**src/rtl/bwg_pkg.sv**
```systemverilog
package bwg_pkg;
    typedef enum logic [1:0] {
        CFG_MEM  = 2'd0,
        CFG_IO   = 2'd1,
        CFG_CTRL = 2'd2,
        CFG_NONE = 2'd3
    } cfg_sel_e;

    localparam int CTRL_MISS_BIT = 2;
    localparam int CTRL_IOX_BIT  = 3;
endpackage

```
**src/rtl/bwg_regs.sv**
```systemverilog
module bwg_regs
    import bwg_pkg::*;
#(
    parameter int SECT_N  = 4,
    parameter int FIELD_W = 4,
    parameter int AWAIT_W = 2,
    localparam int REG_W  = SECT_N * FIELD_W
) (
    input  logic               clk,
    input  logic               rst_n,
    input  logic               we,
    input  logic [1:0]         sel,
    input  logic [REG_W-1:0]   wdata,
    output logic [REG_W-1:0]   mem_o,
    output logic [REG_W-1:0]   io_o,
    output logic [AWAIT_W-1:0] await_o,
    output logic               miss_en_o,
    output logic               io_ext_o
);
    typedef struct packed {
        logic [REG_W-1:0]   mem;
        logic [REG_W-1:0]   io;
        logic [AWAIT_W-1:0] aw;
        logic               miss_en;
        logic               io_ext;
    } regs_t;

    regs_t r_d, r_q;

    always_comb begin
        r_d = r_q;
        if (we) begin
            unique case (cfg_sel_e'(sel))
                CFG_MEM:  r_d.mem = wdata;
                CFG_IO:   r_d.io  = wdata;
                CFG_CTRL: begin
                    r_d.aw      = wdata[AWAIT_W-1:0];
                    r_d.miss_en = wdata[CTRL_MISS_BIT];
                    r_d.io_ext  = wdata[CTRL_IOX_BIT];
                end
                default: ;
            endcase
        end
    end

    always_ff @(posedge clk or negedge rst_n) begin
        if (!rst_n) begin
            r_q.mem     <= '1;
            r_q.io      <= '1;
            r_q.aw      <= '1;
            r_q.miss_en <= 1'b0;
            r_q.io_ext  <= 1'b0;
        end else begin
            r_q <= r_d;
        end
    end

    assign mem_o     = r_q.mem;
    assign io_o      = r_q.io;
    assign await_o   = r_q.aw;
    assign miss_en_o = r_q.miss_en;
    assign io_ext_o  = r_q.io_ext;

    p_write_mem_lands_r10: assert property (@(posedge clk) disable iff (!rst_n)
        (we && sel == 2'd0) |=> (mem_o == $past(wdata)));
    p_write_io_lands_r10: assert property (@(posedge clk) disable iff (!rst_n)
        (we && sel == 2'd1) |=> (io_o == $past(wdata)));
endmodule

```
**src/rtl/bwg_addr_phase.sv**
```systemverilog
module bwg_addr_phase #(
    parameter int AWAIT_W = 2,
    localparam int NEED_W = AWAIT_W + 1
) (
    input  logic               clk,
    input  logic               rst_n,
    input  logic               addr_strobe,
    input  logic               miss_i,
    input  logic               miss_en_i,
    input  logic [AWAIT_W-1:0] await_i,
    output logic               addr_rdy,
    output logic               fall_o
);
    typedef struct packed {
        logic              as_prev;
        logic [NEED_W-1:0] elapsed;
    } ast_t;

    ast_t s_d, s_q;
    logic [NEED_W-1:0] need;
    logic [NEED_W-1:0] elapsed_eff;

    always_comb begin
        need        = {1'b0, await_i} + NEED_W'(miss_en_i & miss_i);
        elapsed_eff = s_q.as_prev ? s_q.elapsed : '0;
        addr_rdy    = addr_strobe && (elapsed_eff >= need);
        fall_o      = s_q.as_prev && !addr_strobe;
        s_d.as_prev = addr_strobe;
        if (!addr_strobe)
            s_d.elapsed = '0;
        else if (elapsed_eff != '1)
            s_d.elapsed = elapsed_eff + 1'b1;
        else
            s_d.elapsed = elapsed_eff;
    end

    always_ff @(posedge clk or negedge rst_n) begin
        if (!rst_n) s_q <= '0;
        else        s_q <= s_d;
    end

    p_ardy_in_strobe_r8: assert property (@(posedge clk) disable iff (!rst_n)
        addr_rdy |-> addr_strobe);
    p_ardy_stays_r4: assert property (@(posedge clk) disable iff (!rst_n)
        (addr_strobe && addr_rdy) |=> (!addr_strobe || !$stable(need) || addr_rdy));
    p_first_clock_held_r4: assert property (@(posedge clk) disable iff (!rst_n)
        (addr_strobe && !s_q.as_prev && need != '0) |-> !addr_rdy);
endmodule

```
**src/rtl/bwg_sel.sv**
```systemverilog
module bwg_sel #(
    parameter int ADDR_W   = 16,
    parameter int SECT_N   = 4,
    parameter int FIELD_W  = 4,
    parameter int IO_LOW_W = 8,
    localparam int SECT_W  = $clog2(SECT_N),
    localparam int REG_W   = SECT_N * FIELD_W
) (
    input  logic               clk,
    input  logic               rst_n,
    input  logic               addr_strobe,
    input  logic [ADDR_W-1:0]  bus_ad,
    input  logic               is_mem,
    input  logic [REG_W-1:0]   mem_i,
    input  logic [REG_W-1:0]   io_i,
    input  logic               io_ext_i,
    output logic [FIELD_W-1:0] wait_o
);
    typedef struct packed {
        logic [ADDR_W-1:0] addr;
        logic              mem;
    } lat_t;

    lat_t l_d, l_q;
    logic [FIELD_W-1:0] mem_f [SECT_N];
    logic [FIELD_W-1:0] io_f  [SECT_N];
    logic [SECT_W-1:0]  sect;
    logic               io_timed;

    for (genvar g = 0; g < SECT_N; g++) begin : g_unpack
        assign mem_f[g] = mem_i[g*FIELD_W +: FIELD_W];
        assign io_f[g]  = io_i[g*FIELD_W +: FIELD_W];
    end

    always_comb begin
        l_d = l_q;
        if (addr_strobe) begin
            l_d.addr = bus_ad;
            l_d.mem  = is_mem;
        end
        sect     = l_q.addr[ADDR_W-1 -: SECT_W];
        io_timed = io_ext_i || (l_q.addr[ADDR_W-SECT_W-1:IO_LOW_W] == '0);
        if (l_q.mem)
            wait_o = mem_f[sect];
        else if (io_timed)
            wait_o = io_f[sect];
        else
            wait_o = '0;
    end

    always_ff @(posedge clk or negedge rst_n) begin
        if (!rst_n) l_q <= '0;
        else        l_q <= l_d;
    end

    p_untimed_io_zero_r7: assert property (@(posedge clk) disable iff (!rst_n)
        (!l_q.mem && !io_ext_i && l_q.addr[ADDR_W-SECT_W-1:IO_LOW_W] != '0) |-> (wait_o == '0));
endmodule

```
**src/rtl/bwg_data_phase.sv**
```systemverilog
module bwg_data_phase #(
    parameter int FIELD_W = 4
) (
    input  logic               clk,
    input  logic               rst_n,
    input  logic               load_i,
    input  logic [FIELD_W-1:0] wait_i,
    input  logic               data_strobe,
    input  logic               ext_hold,
    output logic               data_rdy
);
    typedef struct packed {
        logic [FIELD_W-1:0] cnt;
    } dst_t;

    dst_t s_d, s_q;
    logic [FIELD_W-1:0] cnt_eff;

    always_comb begin
        cnt_eff  = load_i ? wait_i : s_q.cnt;
        data_rdy = data_strobe && (cnt_eff == '0) && !ext_hold;
        s_d.cnt  = (data_strobe && cnt_eff != '0) ? cnt_eff - 1'b1 : cnt_eff;
    end

    always_ff @(posedge clk or negedge rst_n) begin
        if (!rst_n) s_q <= '0;
        else        s_q <= s_d;
    end

    p_override_r6: assert property (@(posedge clk) disable iff (!rst_n)
        ext_hold |-> !data_rdy);
    p_drdy_in_strobe_r8: assert property (@(posedge clk) disable iff (!rst_n)
        data_rdy |-> data_strobe);
    p_count_step_r1: assert property (@(posedge clk) disable iff (!rst_n)
        (data_strobe && !load_i && s_q.cnt != '0) |=> (s_q.cnt == FIELD_W'($past(s_q.cnt) - 1'b1)));
endmodule

```
**src/rtl/bus_wait_gen.sv**
```systemverilog
module bus_wait_gen #(
    parameter int ADDR_W   = 16,
    parameter int SECT_N   = 4,
    parameter int FIELD_W  = 4,
    parameter int AWAIT_W  = 2,
    parameter int IO_LOW_W = 8
) (
    input  logic                      clk,
    input  logic                      rst_n,
    input  logic                      addr_strobe,
    input  logic                      data_strobe,
    input  logic [ADDR_W-1:0]         bus_ad,
    input  logic                      cyc_is_mem,
    input  logic                      page_miss,
    input  logic                      ext_hold,
    input  logic                      cfg_we,
    input  logic [1:0]                cfg_sel,
    input  logic [SECT_N*FIELD_W-1:0] cfg_wdata,
    output logic                      addr_rdy,
    output logic                      data_rdy
);
    localparam int REG_W = SECT_N * FIELD_W;

    logic [REG_W-1:0]   mem_reg, io_reg;
    logic [AWAIT_W-1:0] await_cnt;
    logic               miss_en, io_ext, as_fall;
    logic [FIELD_W-1:0] wait_n;

    bwg_regs #(.SECT_N(SECT_N), .FIELD_W(FIELD_W), .AWAIT_W(AWAIT_W)) u_regs (
        .clk(clk), .rst_n(rst_n), .we(cfg_we), .sel(cfg_sel), .wdata(cfg_wdata),
        .mem_o(mem_reg), .io_o(io_reg), .await_o(await_cnt),
        .miss_en_o(miss_en), .io_ext_o(io_ext)
    );

    bwg_addr_phase #(.AWAIT_W(AWAIT_W)) u_aph (
        .clk(clk), .rst_n(rst_n), .addr_strobe(addr_strobe), .miss_i(page_miss),
        .miss_en_i(miss_en), .await_i(await_cnt), .addr_rdy(addr_rdy), .fall_o(as_fall)
    );

    bwg_sel #(.ADDR_W(ADDR_W), .SECT_N(SECT_N), .FIELD_W(FIELD_W), .IO_LOW_W(IO_LOW_W)) u_sel (
        .clk(clk), .rst_n(rst_n), .addr_strobe(addr_strobe), .bus_ad(bus_ad),
        .is_mem(cyc_is_mem), .mem_i(mem_reg), .io_i(io_reg), .io_ext_i(io_ext),
        .wait_o(wait_n)
    );

    bwg_data_phase #(.FIELD_W(FIELD_W)) u_dph (
        .clk(clk), .rst_n(rst_n), .load_i(as_fall), .wait_i(wait_n),
        .data_strobe(data_strobe), .ext_hold(ext_hold), .data_rdy(data_rdy)
    );
endmodule

```
**config.mk**
```make
export PLATFORM = sky130hd
export DESIGN_NAME = bus_wait_gen
export DESIGN_NICKNAME = d
export VERILOG_FILES = /design/src/rtl/bwg_pkg.sv /design/src/rtl/bwg_regs.sv /design/src/rtl/bwg_addr_phase.sv /design/src/rtl/bwg_sel.sv /design/src/rtl/bwg_data_phase.sv /design/src/rtl/bus_wait_gen.sv
export SDC_FILE = /design/constraint.sdc
export NUM_CORES = 1
export LEC_CHECK = 0
export CAP_MARGIN = 5
export CORE_MARGIN = 2
export CORE_UTILIZATION = 52
export CTS_BUF_LIST = sky130_fd_sc_hd__clkbuf_16
export CTS_CLUSTER_DIAMETER = 120
export DETAILED_ROUTE_END_ITERATION = 8
export DONT_BUFFER_PORTS = 1
export PLACE_DENSITY = 0.67
export SLEW_MARGIN = 20
export SYNTH_ARGS = -nofsm -noshare
export SYNTH_HDL_FRONTEND = slang
export SYNTH_SLANG_ARGS = --single-unit
```
**constraint.sdc**
```tcl
create_clock -name clk -period 6.2 [get_ports clk]
set_input_delay 0.62 -clock clk [delete_from_list [all_inputs] [get_ports clk]]
set_output_delay 0.62 -clock clk [all_outputs]
set_load 0.05 [all_outputs]
```
==> impl_metrics.env <==
export IMPL_clkTransAtPathRegs_ns=0.06
export IMPL_yosys_area_share_xor_xnor_pct=0.696
export IMPL_run_status="finished clean"
export IMPL_setup_slack_ns=2.65
export IMPL_core_area_sq_um=4690
export IMPL_viasPerCell=6.11
export IMPL_grt_pass1_wl_mm=7.19
export IMPL_route_detailed_drc=0
export IMPL_synth_seq_cells=53
export IMPL_mostFrequentLayoutCell="mux2_2"
export IMPL_internal_power_uw=732
export IMPL_antenna_found_initial=0
export IMPL_cts_setup_buffers=0
export IMPL_crit_arrival_ns=2.93
export IMPL_hold_slack_ns=0.0260
export IMPL_gr_total_overflow=0
export IMPL_insertion_delay_ns=0.28
export IMPL_rsz0062_at_grt="false"
export IMPL_hp_class="in -> async"
export IMPL_cts_buffer_depth=2
export IMPL_p_seq_share_pct=49.7
export IMPL_synth_avg_cell_area_sq_um=15.1
export IMPL_p_per_area_nw_per_um2=349
export IMPL_vias=1369
export IMPL_synth_compound_area_share_pct=4.52
export IMPL_gp_congestion=0.721
export IMPL_finClkSkew_ns=0.00530
export IMPL_r2r_start="u_sel.l_q[15]$_DFFE_PN0P_"
export IMPL_first_pass_iters=4
export IMPL_yosysWarnings=0
export IMPL_hold_viol=0
export IMPL_drive_gt1_share_pct=53.5
export IMPL_r2r_setup_slack_ns=3.45
export IMPL_critPathCaptureType="primary output"
export IMPL_n_antenna_cell=0
export IMPL_io_buffers=0
export IMPL_die_w_microns=73.6
export IMPL_syn_to_final_growth_pct=8.80
export IMPL_grt_max_degree=54
export IMPL_reg2reg_to="u_dph.s_q[1]$_DFF_PN0_"
export IMPL_cts_sinks=53
export IMPL_slew_headroom_pct=38.3
export IMPL_synth_top_family_by_area="multiplexers"
export IMPL_cp_start_kind="flip-flop"
export IMPL_syn_num_nets=216
export IMPL_rr_worst_depth=6
export IMPL_dieArea_sq_um=5410
export IMPL_worstPathRequired_ns=5.58
export IMPL_period_needed_ns=3.55
export IMPL_p_sw_share_pct=23.4
export IMPL_p_switching_uw=224
export IMPL_rows=25
export IMPL_pwr_share_comb_pct=19.0
export IMPL_grt_util_all_layers_pct=18.2
export IMPL_numCtsBuffers=5
export IMPL_cap_violations=0
export IMPL_wl_mm=4.23
export IMPL_yosys_area_share_simple_pct=5.27
export IMPL_cts_tree="done"
export IMPL_fin_setup_tns_ns=0
export IMPL_wl_per_cell_microns=18.9
export IMPL_leakage_nw=1.14
export IMPL_clkPwrFrac_pct=31.3
export IMPL_setup_violations=0
export IMPL_worstSetupPathType="reg -> out"
export IMPL_root_buffer="clkbuf_16"
export IMPL_synthAdderAreaFrac_pct=3.48
export IMPL_ys_seq_area_share_pct=54.4
export IMPL_drtIter0Drc=53
export IMPL_max_freq_mhz=281
export IMPL_final_nets=218
export IMPL_synthCells=167
export IMPL_yosysUniqueCellTypes=34
export IMPL_htree_num_levels=2
export IMPL_timing_final_crit_share_pct=57.3
export IMPL_ant_nets=0
export IMPL_start_util_pct=53.7
export IMPL_grt_pass1_vias=1512
export IMPL_holdBufCountCts=0
export IMPL_die_h_microns=73.6
export IMPL_syn_cell_area_sq_um=2520
export IMPL_dp_cells=216
export IMPL_utilization_pct=58.4
export IMPL_ir_worst_vdd_mv=0.162
export IMPL_synthMuxAreaShare_pct=29.5
export IMPL_ios=44
export IMPL_crit_start="u_sel.l_q[15]$_DFFE_PN0P_"
export IMPL_post_cts_resized=0
export IMPL_worst_pin_slew_ns=0.924
export IMPL_hpwl_mm=3.15
export IMPL_place_ws_ns=2.93
export IMPL_final_cell_mix="mux2_2, dfstp_2, dfrtp_1"
export IMPL_final_cell_count_no_fill=224
export IMPL_slew_violations=0
export IMPL_critPathMaxFanout=9
## synthesized netlist by cell type (all sizes together)
cell,count,area (sq um)
a221o,1,10.0
a22o,1,8.76
nand3b,2,15.0
nor2,3,11.3
and2,3,18.8
nor2b,2,12.5
nor3b,1,7.51
inv,5,18.8
dfrtp,19,475
mux2i,3,30.0
o31ai,1,21.3
ha,7,87.6
xnor2,1,8.76
a221oi,1,8.76
nor4b,1,8.76
a21oi,2,10.0
a222oi,2,20.0
a21boi,1,7.51
buf,2,16.3
mux2,45,507
o21ai,1,5.00
o21a,1,7.51
nand4,1,6.26
clkbuf,5,18.8
mux4,8,206
dfstp,34,893
nand2b,2,12.5
nor4,2,12.5
a21o,2,15.0
xor2,1,8.76
nand2,6,22.5
nor3,1,5.00
## cell type report
type | count | area (sq um)
inverter | 5 | 18.8
fill | 378 | 1950
timing repair buffer | 2 | 15.0
clock buffer | 5 | 125
clock inverter | 3 | 37.5
sequential | 53 | 1370
multi-input combinational | 102 | 1110
tap | 54 | 67.6
## per-layer routing
metal	wire, microns	up-vias	global-route usage [%]
li1	-	622	-
met1	1670	706	21.6
met2	2220	37	30.0
met3	282	4	7.00
met4	60	0	6.87
met5	0	-	0
## cell families (layout without fill, tap and decap cells)
family	after synthesis	in the layout
mux	56	56
flops	53	53
simple gates	24	24
compound gates	13	13
buf+inv	12	15
fa+ha+maj	7	7
xor+xnor	2	2
## how the worst max path moves through the flow
stage,endpoint,slack [ns],cells after the start
2_1_floorplan,data_rdy,2.09,8
3_3_place_gp,data_rdy,3.01,6
3_5_place_dp,data_rdy,2.93,6
4_1_cts,data_rdy,2.64,6
5_1_grt,data_rdy,2.48,6
6_report,data_rdy,2.65,6
## worst max-delay path, stage by stage (launching register included)
cell and delay (ns):
dfrtp_1 0.64, mux4_1 0.65, a222oi_1 0.51, ha_1 0.28, nand2_1 0.10, nor4_2 0.24
buf_4 0.23
## flip-flops by register name, indices dropped and copies added, names as in the netlist
| name | count |
|---|---|
| u_aph.s_q | 4 |
| u_dph.s_q | 4 |
| u_regs.await_o | 2 |
| u_regs.io_ext_o | 1 |
| u_regs.io_o | 16 |
| u_regs.mem_o | 16 |
| u_regs.miss_en_o | 1 |
| u_sel.l_q | 9 |
## through the flow
stage	cell area [sq um]	power (mW)
2_1_floorplan	2520	0.625
3_3_place_gp	2580	0.652
3_5_place_dp	2580	0.665
4_1_cts	2740	0.967
5_1_grt	2740	1.00
6_report	2740	0.956
## power by group through the flow
stage                     registers, mW  clock network [mW]  logic (mW)
after floorplan                   0.463                   0       0.162
after global placement            0.478                   0       0.174
after detailed placement          0.482                   0       0.183
after CTS                         0.476               0.307       0.184
after global routing              0.484               0.319       0.200
final                             0.475               0.299       0.182
No activity file was read; power rests on OpenSTA's default activity.
